## src/rtl/idxb_pkg.sv

```systemverilog
package idxb_pkg;

  typedef enum logic [1:0] {
    SYNC_NONE  = 2'b00,
    SYNC_SHORT = 2'b01,
    SYNC_LONG  = 2'b10,
    SYNC_READY = 2'b11
  } sync_e;

  typedef enum logic [1:0] {
    ACC_ADDR  = 2'd0,
    ACC_DATA  = 2'd1,
    ACC_OTHER = 2'd2
  } acc_e;

  // Window layout: address bytes first, the data port right after them.
  function automatic acc_e classify(input int unsigned off, input int unsigned nbytes);
    if (off < nbytes)       return ACC_ADDR;
    else if (off == nbytes) return ACC_DATA;
    else                    return ACC_OTHER;
  endfunction

endpackage

```

## src/rtl/idxb_decode.sv

```systemverilog
module idxb_decode
  import idxb_pkg::*;
#(
  parameter int ADDR_BYTES = 4,
  parameter int OFF_W      = 3
) (
  input  logic                  stb,
  input  logic                  wr,
  input  logic [OFF_W-1:0]      off,
  input  logic                  busy,
  output logic [ADDR_BYTES-1:0] addr_wr,
  output logic                  addr_rd,
  output logic                  other_rd,
  output logic                  start,
  output logic                  short_done
);

  logic accept;
  acc_e kind;

  always_comb begin
    accept = stb & ~busy;
    kind   = classify(int'(off), ADDR_BYTES);
  end

  for (genvar i = 0; i < ADDR_BYTES; i++) begin : g_wr
    assign addr_wr[i] = accept & wr & (off == OFF_W'(i));
  end

  always_comb begin
    addr_rd    = accept & ~wr & (kind == ACC_ADDR);
    other_rd   = accept & ~wr & (kind == ACC_OTHER);
    start      = accept & (kind == ACC_DATA);
    short_done = accept & (kind != ACC_DATA);
  end

endmodule

```

## src/rtl/idxb_addr_file.sv

```systemverilog
module idxb_addr_file #(
  parameter int ADDR_BYTES = 4,
  parameter int BYTE_W     = 8,
  parameter int OFF_W      = 3
) (
  input  logic                         clk,
  input  logic                         rst,
  input  logic [ADDR_BYTES-1:0]        wr_en,
  input  logic [BYTE_W-1:0]            wdata,
  input  logic [OFF_W-1:0]             sel,
  output logic [ADDR_BYTES*BYTE_W-1:0] addr,
  output logic [BYTE_W-1:0]            rd_byte
);

  logic [BYTE_W-1:0] bytes_q [ADDR_BYTES];

  for (genvar i = 0; i < ADDR_BYTES; i++) begin : g_byte
    always_ff @(posedge clk) begin
      if (rst)           bytes_q[i] <= '0;
      else if (wr_en[i]) bytes_q[i] <= wdata;
    end
    assign addr[i*BYTE_W +: BYTE_W] = bytes_q[i];
  end

  always_comb begin
    rd_byte = '0;
    for (int i = 0; i < ADDR_BYTES; i++) begin
      if (sel == OFF_W'(i)) rd_byte = bytes_q[i];
    end
  end

endmodule

```

## src/rtl/idxb_core_fsm.sv

```systemverilog
module idxb_core_fsm #(
  parameter int BYTE_W = 8
) (
  input  logic              clk,
  input  logic              rst,
  input  logic              start,
  input  logic              wr,
  input  logic [BYTE_W-1:0] wdata,
  input  logic              ack,
  output logic              busy,
  output logic              we,
  output logic [BYTE_W-1:0] wdata_q,
  output logic              fin,
  output logic              fin_rd
);

  typedef enum logic {ST_IDLE, ST_WAIT} st_e;
  st_e st_q;

  always_ff @(posedge clk) begin
    if (rst) begin
      st_q    <= ST_IDLE;
      we      <= 1'b0;
      wdata_q <= '0;
    end else begin
      case (st_q)
        ST_IDLE: if (start) begin
          st_q    <= ST_WAIT;
          we      <= wr;
          wdata_q <= wr ? wdata : wdata_q;
        end
        ST_WAIT: if (ack) st_q <= ST_IDLE;
        default: st_q <= ST_IDLE;
      endcase
    end
  end

  always_comb begin
    busy   = (st_q == ST_WAIT);
    fin    = busy & ack;
    fin_rd = fin & ~we;
  end

endmodule

```

## src/rtl/idx_mem_bridge.sv

```systemverilog
module idx_mem_bridge
  import idxb_pkg::*;
#(
  parameter int ADDR_BYTES = 4,
  parameter int BYTE_W     = 8,
  parameter int OFF_W      = 3
) (
  input  logic                         clk,
  input  logic                         rst,
  input  logic                         io_stb,
  input  logic                         io_wr,
  input  logic [OFF_W-1:0]             io_off,
  input  logic [BYTE_W-1:0]            io_wdata,
  output logic [BYTE_W-1:0]            io_rdata,
  output logic [1:0]                   io_sync,
  output logic                         mem_req,
  output logic                         mem_we,
  output logic [ADDR_BYTES*BYTE_W-1:0] mem_addr,
  output logic [BYTE_W-1:0]            mem_wdata,
  input  logic [BYTE_W-1:0]            mem_rdata,
  input  logic                         mem_ack
);

  localparam int ADDR_W = ADDR_BYTES * BYTE_W;

  // Named internal events, also used by the bound checker.
  logic                  core_busy;
  logic                  ev_start;
  logic                  ev_short;
  logic                  ev_fin;
  logic                  ev_fin_rd;
  logic                  ev_addr_rd;
  logic                  ev_other_rd;
  logic [ADDR_BYTES-1:0] ev_addr_wr;
  logic [BYTE_W-1:0]     reg_byte;
  logic [ADDR_W-1:0]     addr_w;

  sync_e             sync_q;
  logic [BYTE_W-1:0] rdata_q;

  idxb_decode #(.ADDR_BYTES(ADDR_BYTES), .OFF_W(OFF_W)) u_dec (
    .stb        (io_stb),
    .wr         (io_wr),
    .off        (io_off),
    .busy       (core_busy),
    .addr_wr    (ev_addr_wr),
    .addr_rd    (ev_addr_rd),
    .other_rd   (ev_other_rd),
    .start      (ev_start),
    .short_done (ev_short)
  );

  idxb_addr_file #(.ADDR_BYTES(ADDR_BYTES), .BYTE_W(BYTE_W), .OFF_W(OFF_W)) u_addr (
    .clk     (clk),
    .rst     (rst),
    .wr_en   (ev_addr_wr),
    .wdata   (io_wdata),
    .sel     (io_off),
    .addr    (addr_w),
    .rd_byte (reg_byte)
  );

  idxb_core_fsm #(.BYTE_W(BYTE_W)) u_fsm (
    .clk     (clk),
    .rst     (rst),
    .start   (ev_start),
    .wr      (io_wr),
    .wdata   (io_wdata),
    .ack     (mem_ack),
    .busy    (core_busy),
    .we      (mem_we),
    .wdata_q (mem_wdata),
    .fin     (ev_fin),
    .fin_rd  (ev_fin_rd)
  );

  always_ff @(posedge clk) begin
    if (rst) begin
      sync_q  <= SYNC_NONE;
      rdata_q <= '0;
    end else begin
      if (ev_fin)                      sync_q <= SYNC_READY;
      else if (core_busy || ev_start)  sync_q <= SYNC_LONG;
      else if (ev_short)               sync_q <= SYNC_SHORT;
      else                             sync_q <= SYNC_NONE;

      if (ev_fin_rd)        rdata_q <= mem_rdata;
      else if (ev_addr_rd)  rdata_q <= reg_byte;
      else if (ev_other_rd) rdata_q <= '1;
    end
  end

  always_comb begin
    io_sync  = sync_q;
    io_rdata = rdata_q;
    mem_req  = core_busy;
    mem_addr = addr_w;
  end

endmodule

```

## config.mk

```make
export PLATFORM = sky130hd
export DESIGN_NAME = idx_mem_bridge
export DESIGN_NICKNAME = d
export VERILOG_FILES = /design/src/rtl/idxb_pkg.sv /design/src/rtl/idxb_decode.sv /design/src/rtl/idxb_addr_file.sv /design/src/rtl/idxb_core_fsm.sv /design/src/rtl/idx_mem_bridge.sv
export SDC_FILE = /design/constraint.sdc
export NUM_CORES = 1
export LEC_CHECK = 0
export BUFFER_PORTS_ARGS = -buffer_cell sky130_fd_sc_hd__buf_4
export CAP_MARGIN = 20
export CORE_MARGIN = 2
export CORE_UTILIZATION = 50
export CTS_BUF_LIST = sky130_fd_sc_hd__clkbuf_2 sky130_fd_sc_hd__clkbuf_4 sky130_fd_sc_hd__clkbuf_8
export DETAILED_ROUTE_END_ITERATION = 8
export PLACE_DENSITY = 0.76
export SYNTH_ARGS = -nofsm -noshare
export SYNTH_HDL_FRONTEND = slang
export SYNTH_SLANG_ARGS = --single-unit
```

## constraint.sdc

```tcl
create_clock -name clk -period 2.8 [get_ports clk]
set_clock_uncertainty 0.2 [all_clocks]
set_input_delay 0.14 -clock clk [delete_from_list [all_inputs] [get_ports clk]]
set_output_delay 0.14 -clock clk [all_outputs]
set_load 0.005 [all_outputs]
```

==> impl_metrics.csv, run 1 <==
group,metric,value,unit
cts,clk_path_buf_depth,2,
setup_path,crit_type,"register to register",
placement,gp_congestion,0.787,
global_route,gr-usage-all-layers,21.6,%
final_layout,nets,314,
logic_synthesis,synth_xor_area_share,0,%
outcome,status,"complete, no violations",
final_layout,drive_gt1_share,35.1,%
logic_synthesis,synthMuxAreaShare,6.81,%
timing,setup_slack,0.567,ns
placement,post-place-ws,0.981,ns
logic_synthesis,ys_ff_latch,52,
timing,slew_headroom,60.9,%
logic_synthesis,synth_nets,221,
cts,cts_sinks,52,
logic_synthesis,synth_cells,197,
pwr,irDropWorstVdd,0.326,mV
final_layout,area_delta_synth_final,34.7,%
setup_path,crit_required,2.85,ns
die,start_util,51.3,%
die,core_area,0.00469,mm²
timing,finalCritPeriodShare,79.7,%
die,dieArea,0.00539,mm²
placement,dpl.hpwl,4.05,mm
drt,drtIter0Drc,162,
die,die_w,73.4,µm
timing,max_freq,448,MHz
logic_synthesis,syn_area_per_cell,12.2,µm²
cts,insertion_delay,0.30,ns
die,top_level_ports,76,
drt,drc_errors,0,
final_layout,fillCellCount,363,
final_layout,regArea,0.00136,mm²
pwr,powerDensity,471,mW/mm²
drt,vias,1851,
placement,port_buffers,75,
logic_synthesis,synth_top_family_by_area,"simple AND/OR/NAND/NOR gates",
timing,finalMaxSlewViolations,0,
timing,rsz0062_at_grt,"false",
global_route,grt_max_degree,32,
setup_path,worstSetupEndpointType,"register",
final_layout,final_area,0.00324,mm²
cts,cts_tree,"built",
cts,cts_setup_buffers,0,
die,rows,25,
drt,wl_per_cell,16.6,µm
cts,ctsHtreeMaxLevel,2,
logic_synthesis,seq_area_frac_synth,56.5,%
drt,drt-total-wl,5.72,mm
cts,cts_buffers,5,
die,fp.dieH,73.4,µm
timing,tns,0,ns
logic_synthesis,synth_compound_area_share,11.6,%
timing,final-setup-viol-count,0,
global_route,grt_pass1_wl,8.61,mm
drt,route.antenna.remaining_nets,0,
logic_synthesis,yosys.area_share.simple,21.0,%
timing,finalHoldViolations,0,
global_route,overflow,0,
drt,dr.pass1.iters,4,
timing,period_minus_slack,2.23,ns
global_route,grt_pass1_vias,1760,
hold_path,min_path_type,"input port to register",
setup_path,cp_max_fo,8,
pwr,total_power,1.53,mW
drt,via_per_inst,5.37,
setup_path,arrival,2.28,ns
logic_synthesis,ys_warn_count,0,
setup_path,cp-start-kind,"register",
final_layout,num_antenna_cells,0,
timing,worst_slew_pin_slew,0.585,ns
logic_synthesis,synth.distinct_cells,35,
global_route,antenna_found_initial,0,
cts,root_buffer,"clkbuf_8",
pwr,p_leak,1.34,nW
setup_path,cp_slowest_cell,"dlygate4sd3_1",
placement,dpl_cell_area,0.00295,mm²
final_layout,multiInputGateArea,950,µm²
logic_synthesis,synth_fa_ha_area_share,0,%
setup_path,slowest_delay,0.58,ns
run,max-cap-violations,0,
cts,clkTransAtPathRegs,0.09,ns
logic_synthesis,synth_area,0.00241,mm²
setup_path,path_cells,"nand2b_4, or3_1, a21oi_1, a2111oi_2, dlygate4sd3_1",
state kept, by name, summed over array words and instances, names as in the netlist:
| register | flops |
|---|---|
| u_addr.bytes_q | 32 |
| io_rdata | 8 |
| u_fsm.wdata_q | 8 |
| io_sync | 2 |
| u_fsm.busy | 1 |
| u_fsm.we | 1 |
per-stage QoR:
step                util (%)  instances  hold WS [ns]
detailed placement      62.8        316         0.217
global route            69.1        345        0.0205
floorplan                  -        197        0.0807
finish                  69.1        345        0.0142
global placement        62.8        316         0.214
CTS                     69.1        345        0.0119
layout make-up:
cell class                      count  area share, %
Tap cell                           54           2.08
Timing Repair Buffer               96           23.8
Inverter                            1          0.116
Clock inverter                      1          0.154
Multi-Input combinational cell    134           29.3
Sequential cell                    52           42.0
Clock buffer                        7           2.58
placed cells by master, fill, tap and decap left out, types with 3 or more instances in the layout:
| master | count |
|---|---|
| clkbuf_8 | 5 |
| nand3b_1 | 5 |
| o41ai_1 | 5 |
| a21o_2 | 3 |
| mux2i_1 | 13 |
| and2_1 | 32 |
| nor2_1 | 24 |
| a211oi_1 | 5 |
| a2111oi_2 | 3 |
| o2bb2ai_1 | 5 |
| dfxtp_1 | 20 |
| dlygate4sd3_1 | 21 |
| edfxtp_1 | 32 |
| buf_4 | 75 |
| nand2_1 | 8 |
| mux2_2 | 3 |
| a21oi_1 | 7 |
worst max-delay path: cells and delay by family (launching register included):
kind / cells / cell delay (ns)
AND/OR/NAND/NOR: 2 / 0.46
buffers and inverters: 1 / 0.58
flip-flops: 1 / 0.48
AO/OA/AOI/OAI: 2 / 0.45
synthesized netlist by cell type:
master | n | area share, %
a2111oi_2 | 3 | 1.9
buf_4 | 3 | 0.93
edfxtp_1 | 32 | 40
inv_1 | 1 | 0.16
nand3b_1 | 5 | 1.6
a21o_1 | 2 | 0.62
clkbuf_8 | 2 | 1.1
a211oi_1 | 5 | 1.6
buf_2 | 2 | 0.42
nor2b_1 | 2 | 0.52
a31o_2 | 2 | 0.73
nor3b_4 | 1 | 0.78
and2_1 | 32 | 8.3
o31a_1 | 1 | 0.36
o31ai_1 | 1 | 0.31
o41ai_1 | 5 | 1.8
dfxtp_1 | 20 | 17
nor3b_2 | 1 | 0.52
nor2_4 | 1 | 0.47
buf_6 | 3 | 1.4
nand2b_1 | 2 | 0.52
a21o_2 | 3 | 1.1
nor3_2 | 2 | 0.83
nand2b_4 | 1 | 0.57
and4b_1 | 1 | 0.42
o2bb2ai_1 | 5 | 1.8
a21oi_1 | 7 | 1.5
and3_1 | 1 | 0.26
nor2_1 | 24 | 3.7
and4bb_2 | 1 | 0.52
nand3b_2 | 1 | 0.47
mux2_2 | 3 | 1.4
or3_1 | 1 | 0.26
nand2_1 | 8 | 1.2
mux2i_1 | 13 | 5.4
layer usage:
layer | wire length (µm) | part of all wire [%] | up-vias | global-route usage (%)
met1 | 2420 | 42 | 881 | 26.8
met5 | 0 | 0 | - | 0
met3 | 298 | 5.2 | 8 | 3.29
li1 | - | - | 897 | -
met4 | 79 | 1.4 | 0 | 8.28
met2 | 2910 | 51 | 65 | 37.9
final timing paths:
kind              cells past startpoint         from          end  slack (ns)
setup / recovery                      5   u_fsm.busy  io_rdata[5]        0.57
hold / removal                        2          rst     u_fsm.we        0.01
setup reg to reg                      5   u_fsm.busy  io_rdata[5]        0.57
hold reg to reg                       2  io_rdata[1]  io_rdata[1]        0.29
cell families (layout without fill, tap and decap cells):
kind of cell / after synthesis / in the layout
mux: 16 / 16
compound gates: 34 / 34
flops: 52 / 52
simple gates: 84 / 84
buf+inv: 11 / 105
where the power goes:
part,leakage [nW],switching [mW],internal (mW)
logic,0.807,0.0989,0.122
registers,0.479,0.0232,0.849
clock network,0.0491,0.238,0.196
total,1.34,0.360,1.17
timing repair:
action / CTS / global route
hold endpoints to repair: 50 / 0
resized for setup: 0 / 0
hold buffers: 21 / 0
Note: power is estimated with default switching activity, not from simulation.
==> run 2: changes to the inputs <==
==> constraint.sdc (replaced) <==
create_clock -name clk -period 2.1 [get_ports clk]
set_clock_uncertainty 0.2 [all_clocks]
set_input_delay 0.105 -clock clk [delete_from_list [all_inputs] [get_ports clk]]
set_output_delay 0.105 -clock clk [all_outputs]
set_load 0.005 [all_outputs]
==> run 2 against run 1 <==
Effect of this change:
- power increased by 34%
- first-iteration DRC count fell by 2.5%
- core utilization up 0.45 points
- clock-buffer cell count decreased by 1
- sequential power grew 33%
- clock power up 37%
==> impl_metrics.csv, run 2 (synthesized netlist as in run 1, its figures left out) <==
group,metric,value,unit
die,die_w,73.4,µm
timing,rsz0062_at_grt,"false",
drt,via_per_inst,5.50,
run,max-cap-violations,0,
pwr,powerDensity,629,mW/mm²
cts,clkTransAtPathRegs,0.09,ns
cts,cts_buffers,5,
global_route,grt_max_degree,32,
setup_path,crit_required,2.09,ns
setup_path,r2r_slack,0.24,ns
timing,worst_slew_pin_slew,0.551,ns
final_layout,largest_register,"u_addr.bytes_q",
placement,port_buffers,75,
die,core_area,0.00469,mm²
die,rows,25,
global_route,gr-usage-all-layers,23.2,%
die,fp.dieH,73.4,µm
setup_path,r2r_end,"u_addr.bytes_q[2][3]",
drt,route.antenna.remaining_nets,0,
drt,vias,1909,
cts,cts_tree,"built",
global_route,overflow,0,
cts,postCtsResizedCells,0,
setup_path,arrival,1.99,ns
placement,gp_congestion,0.804,
global_route,antenna_found_initial,0,
pwr,irDropWorstVdd,0.421,mV
final_layout,num_antenna_cells,0,
final_layout,drive_gt1_share,35.2,%
cts,clk_path_buf_depth,2,
timing,finalHoldViolations,0,
setup_path,crit_type,"input port to register",
pwr,p_leak,1.34,nW
timing,worst_hold_slack,0.0623,ns
final_layout,area_delta_synth_final,35.6,%
cts,root_buffer,"clkbuf_8",
cts,ctsHtreeMaxLevel,2,
drt,drt-total-wl,5.90,mm
drt,dr.pass1.iters,4,
timing,tns,0,ns
setup_path,path_cells,"dlygate4sd3_1, buf_4, nor3b_4, and3_1, mux2i_1, nor2_1",
timing,period_minus_slack,2.00,ns
setup_path,cp-start-kind,"input port",
setup_path,cp_slowest_cell,"and3_1",
drt,drc_errors,0,
setup_path,timing.reg2reg.worst_path_depth,4,
drt,wl_per_cell,17.0,µm
final_layout,nets,316,
global_route,grt_pass1_wl,9.27,mm
cts,cts_setup_buffers,0,
die,top_level_ports,76,
hold_path,min_to,"io_rdata[7]",
setup_path,rr_startpoint,"u_fsm.busy",
timing,max_freq,501,MHz
placement,dpl.hpwl,4.08,mm
hold_path,worstHoldStart,"io_wr",
global_route,grt_pass1_vias,1926,
setup_path,slowest_delay,0.56,ns
cts,insertion_delay,0.31,ns
hold_path,min_path_type,"input port to register",
die,start_util,51.3,%
timing,finalCritPeriodShare,95.0,%
cts,cts_sinks,52,
drt,drtIter0Drc,158,
placement,dpl.cell_count,317,
outcome,status,"complete, no violations",
timing,slew_headroom,63.3,%
die,dieArea,0.00539,mm²
setup_path,cp_max_fo,9,
setup_path,worstSetupEndpointType,"register",
final_layout,layout_commonest_cell,"buf_4",
timing,finalMaxSlewViolations,0,
hold_path,hold_depth,4,
final_layout,largest_reg_flops,32,
timing,final-setup-viol-count,0,
final_layout,fin_cells,347,
final_layout,mostFrequentLayoutCells,"buf_4, and2_1, edfxtp_1",
run 2: changes by cell type in the layout (fill, tap and decap cells not counted), sizes merged:
cell         previous run  this run
buf                    75        76
dlygate4sd3            21        22
clkinv                  1         2
clkbuf                  7         6
run 2: power by group:
group	leakage, nW	total, mW	internal, mW	switching, mW
clock	0.0510	0.593	0.264	0.329
combinational	0.815	0.298	0.164	0.135
sequential	0.479	1.16	1.13	0.0302
total	1.34	2.05	1.56	0.494
run 2: through the flow:
stage          util, %  total power, mW  instance area, µm²  setup WS [ns]
6_report          69.6             2.05                3270          0.104
5_1_grt           69.6             2.12                3270        0.00769
4_1_cts           69.6             2.06                3270         0.0935
3_5_place_dp      62.9             1.45                2950          0.275
3_3_place_gp      62.9             1.45                2950          0.312
2_1_floorplan        -             1.31                2410          0.515
run 2: worst max-delay path: cells and delay by family:
family / cells / cell delay [ns]
simple gates: 3 / 0.93
buf+inv: 2 / 0.69
mux: 1 / 0.26
run 2: routing by layer:
| metal | vias up | global-route usage [%] | wire, µm |
|---|---|---|---|
| met5 | - | 0 | 0 |
| met4 | 0 | 7.27 | 110 |
| met2 | 77 | 39.8 | 2960 |
| met1 | 913 | 29.4 | 2500 |
| met3 | 12 | 4.66 | 325 |
| li1 | 907 | - | - |
run 2: how the worst max path moves through the flow:
stage          cells past startpoint                   end        from
2_1_floorplan                      4  u_addr.bytes_q[2][0]  u_fsm.busy
3_3_place_gp                       5      u_fsm.wdata_q[4]   io_off[1]
3_5_place_dp                       5      u_fsm.wdata_q[5]   io_off[1]
4_1_cts                            6      u_fsm.wdata_q[0]   io_off[2]
5_1_grt                            6      u_fsm.wdata_q[1]   io_off[2]
6_report                           6      u_fsm.wdata_q[6]   io_off[2]
run 2: what timing repair did:
action / 4_1_cts / 5_1_grt
endpoints found under the setup margin: 0 / 0
hold buffers: 22 / 0
hold endpoints to repair: 52 / 0
run 2: layout make-up:
class,instances,area (µm²)
clock inverter,2,10.0
tap,54,67.6
timing repair buffer,98,791
fill,362,1430
inverter,1,3.75
multi-input combinational,134,950
clock buffer,6,82.6
sequential,52,1360
==> run 3: changes to the inputs <==
--- a/config.mk
+++ b/config.mk
@@ -8,10 +8,10 @@
 export BUFFER_PORTS_ARGS = -buffer_cell sky130_fd_sc_hd__buf_4
 export CAP_MARGIN = 20
 export CORE_MARGIN = 2
-export CORE_UTILIZATION = 50
+export CORE_UTILIZATION = 45
 export CTS_BUF_LIST = sky130_fd_sc_hd__clkbuf_2 sky130_fd_sc_hd__clkbuf_4 sky130_fd_sc_hd__clkbuf_8
 export DETAILED_ROUTE_END_ITERATION = 8
-export PLACE_DENSITY = 0.76
+export PLACE_DENSITY = 0.69
 export SYNTH_ARGS = -nofsm -noshare
 export SYNTH_HDL_FRONTEND = slang
 export SYNTH_SLANG_ARGS = --single-unit
==> run 3 against run 2 <==
Effect of this change:
- core utilization down 5.4 points
- sequential power about the same
- clock-buffer cell count up 2
==> impl_metrics.csv, run 3 (synthesized netlist as in run 1, its figures left out) <==
group,metric,value,unit
outcome,status,"complete, no violations",
hold_path,hold_depth,4,
die,dieArea,0.00595,mm²
drt,drt-total-wl,6.04,mm
timing,period_minus_slack,1.95,ns
cts,postCtsResizedCells,0,
global_route,grt_max_degree,32,
setup_path,cp_max_fo,8,
die,rows,26,
setup_path,rr_startpoint,"u_fsm.busy",
timing,rsz0062_at_grt,"false",
pwr,p_int,1.59,mW
setup_path,worstSetupEndpointType,"register",
final_layout,mostFrequentLayoutCells,"buf_4, and2_1, edfxtp_1",
cts,root_buffer,"clkbuf_8",
setup_path,crit_type,"input port to register",
timing,max_freq,513,MHz
drt,drc_errors,0,
global_route,grt_pass1_wl,9.36,mm
drt,route.antenna.remaining_nets,0,
setup_path,arrival,1.92,ns
global_route,gr-usage-all-layers,20.5,%
timing,worst_hold_slack,0.0622,ns
setup_path,cp-start-kind,"input port",
cts,cts_sinks,52,
pwr,irDropWorstVdd,0.411,mV
cts,cts_buffers,5,
final_layout,largest_register,"u_addr.bytes_q",
pwr,p_sw_share,23.1,%
drt,wl_per_cell,16.6,µm
final_layout,nets,317,
drt,dr.pass1.iters,4,
cts,insertion_delay,0.30,ns
cts,cts_tree,"built",
pwr,p_leak,1.35,nW
global_route,grt_pass1_vias,1809,
cts,clk_path_buf_depth,2,
placement,dpl_cell_area,0.00298,mm²
die,core_area,0.00514,mm²
hold_path,worstHoldStart,"io_off[0]",
setup_path,crit_required,2.07,ns
setup_path,crit_start,"io_off[2]",
pwr,seqPwrFrac,56.2,%
cts,ctsHtreeMaxLevel,2,
drt,via_per_inst,5.21,
timing,final-setup-viol-count,0,
final_layout,fin_cells,364,
pwr,power.net_switching,0.479,mW
drt,drtIter0Drc,170,
pwr,clock_power_share,29.4,%
die,top_level_ports,76,
final_layout,drive_gt1_share,35.4,%
final_layout,largest_reg_flops,32,
pwr,comb_power_share,14.4,%
global_route,antenna_found_initial,0,
die,die_w,77.2,µm
die,fp.dieH,77.2,µm
placement,dpl.cell_count,334,
drt,vias,1897,
timing,finalHoldViolations,0,
timing,slew_headroom,68.7,%
global_route,overflow,0,
cts,clkTransAtPathRegs,0.10,ns
setup_path,timing.reg2reg.worst_path_depth,4,
run,max-cap-violations,0,
final_layout,area_delta_synth_final,36.9,%
placement,port_buffers,75,
timing,tns,0,ns
placement,gp_congestion,0.812,
die,start_util,46.9,%
placement,dpl.hpwl,4.32,mm
final_layout,layout_commonest_cell,"buf_4",
timing,finalMaxSlewViolations,0,
pwr,powerDensity,628,mW/mm²
hold_path,min_path_type,"input port to register",
final_layout,final_area,0.00330,mm²
final_layout,num_antenna_cells,0,
timing,worst_slew_pin_slew,0.467,ns
timing,finalCritPeriodShare,92.8,%
==> run 3: cell count changes in the layout (fill, tap and decap cells not counted), sizes merged <==
cell / before / now
buf: 76 / 77
clkbuf: 6 / 8
clkinv: 2 / 0
==> run 3: critical path, cell delays in order <==
cell and delay (ns):
dlygate4sd3_1 0.54, buf_4 0.17, and4bb_2 0.35, nand2b_1 0.13, nor3b_2 0.43, and2_1 0.19
==> run 3: layout make-up <==
type,count,area (µm²)
fill,439,1840
sequential,52,1360
multi-input combinational,134,950
timing repair buffer,99,798
clock buffer,8,97.6
tap,70,87.6
inverter,1,3.75
==> run 3: what timing repair did <==
| action | in CTS | in global routing |
|---|---|---|
| hold endpoints to repair | 52 | 0 |
| setup buffers | 0 | 0 |
| hold buffers | 22 | 0 |
==> run 3: through the flow <==
step	setup WS, ns	total power [mW]	utilization [%]
6_report	0.152	2.07	64.2
5_1_grt	0.0521	2.15	64.2
4_1_cts	0.160	2.08	64.2
3_5_place_dp	0.294	1.45	58.0
3_3_place_gp	0.335	1.45	58.0
2_1_floorplan	0.515	1.31	-
==> run 3: power by group through the flow <==
stage	Sequential [mW]	Clock, mW	Combinational (mW)
6_report	1.16	0.609	0.298
5_1_grt	1.17	0.660	0.322
4_1_cts	1.16	0.617	0.300
3_5_place_dp	1.19	0	0.268
3_3_place_gp	1.19	0	0.265
2_1_floorplan	1.18	0	0.121
==> run 3: layer usage <==
metal	GRT usage [%]	vias to the layer above	share of wire, %
met4	6.07	0	1.1
li1	-	905	-
met5	0	-	0
met3	3.06	7	4.6
met2	35.2	55	51
met1	26.8	930	43
==> run 3: worst paths after layout <==
check | end | slack, ns
worst max-delay path | u_addr.bytes_q[2][5] | 0.15
worst min-delay path | u_fsm.busy | 0.06
worst max register to register | u_addr.bytes_q[2][5] | 0.26
worst min register to register | u_fsm.wdata_q[6] | 0.31
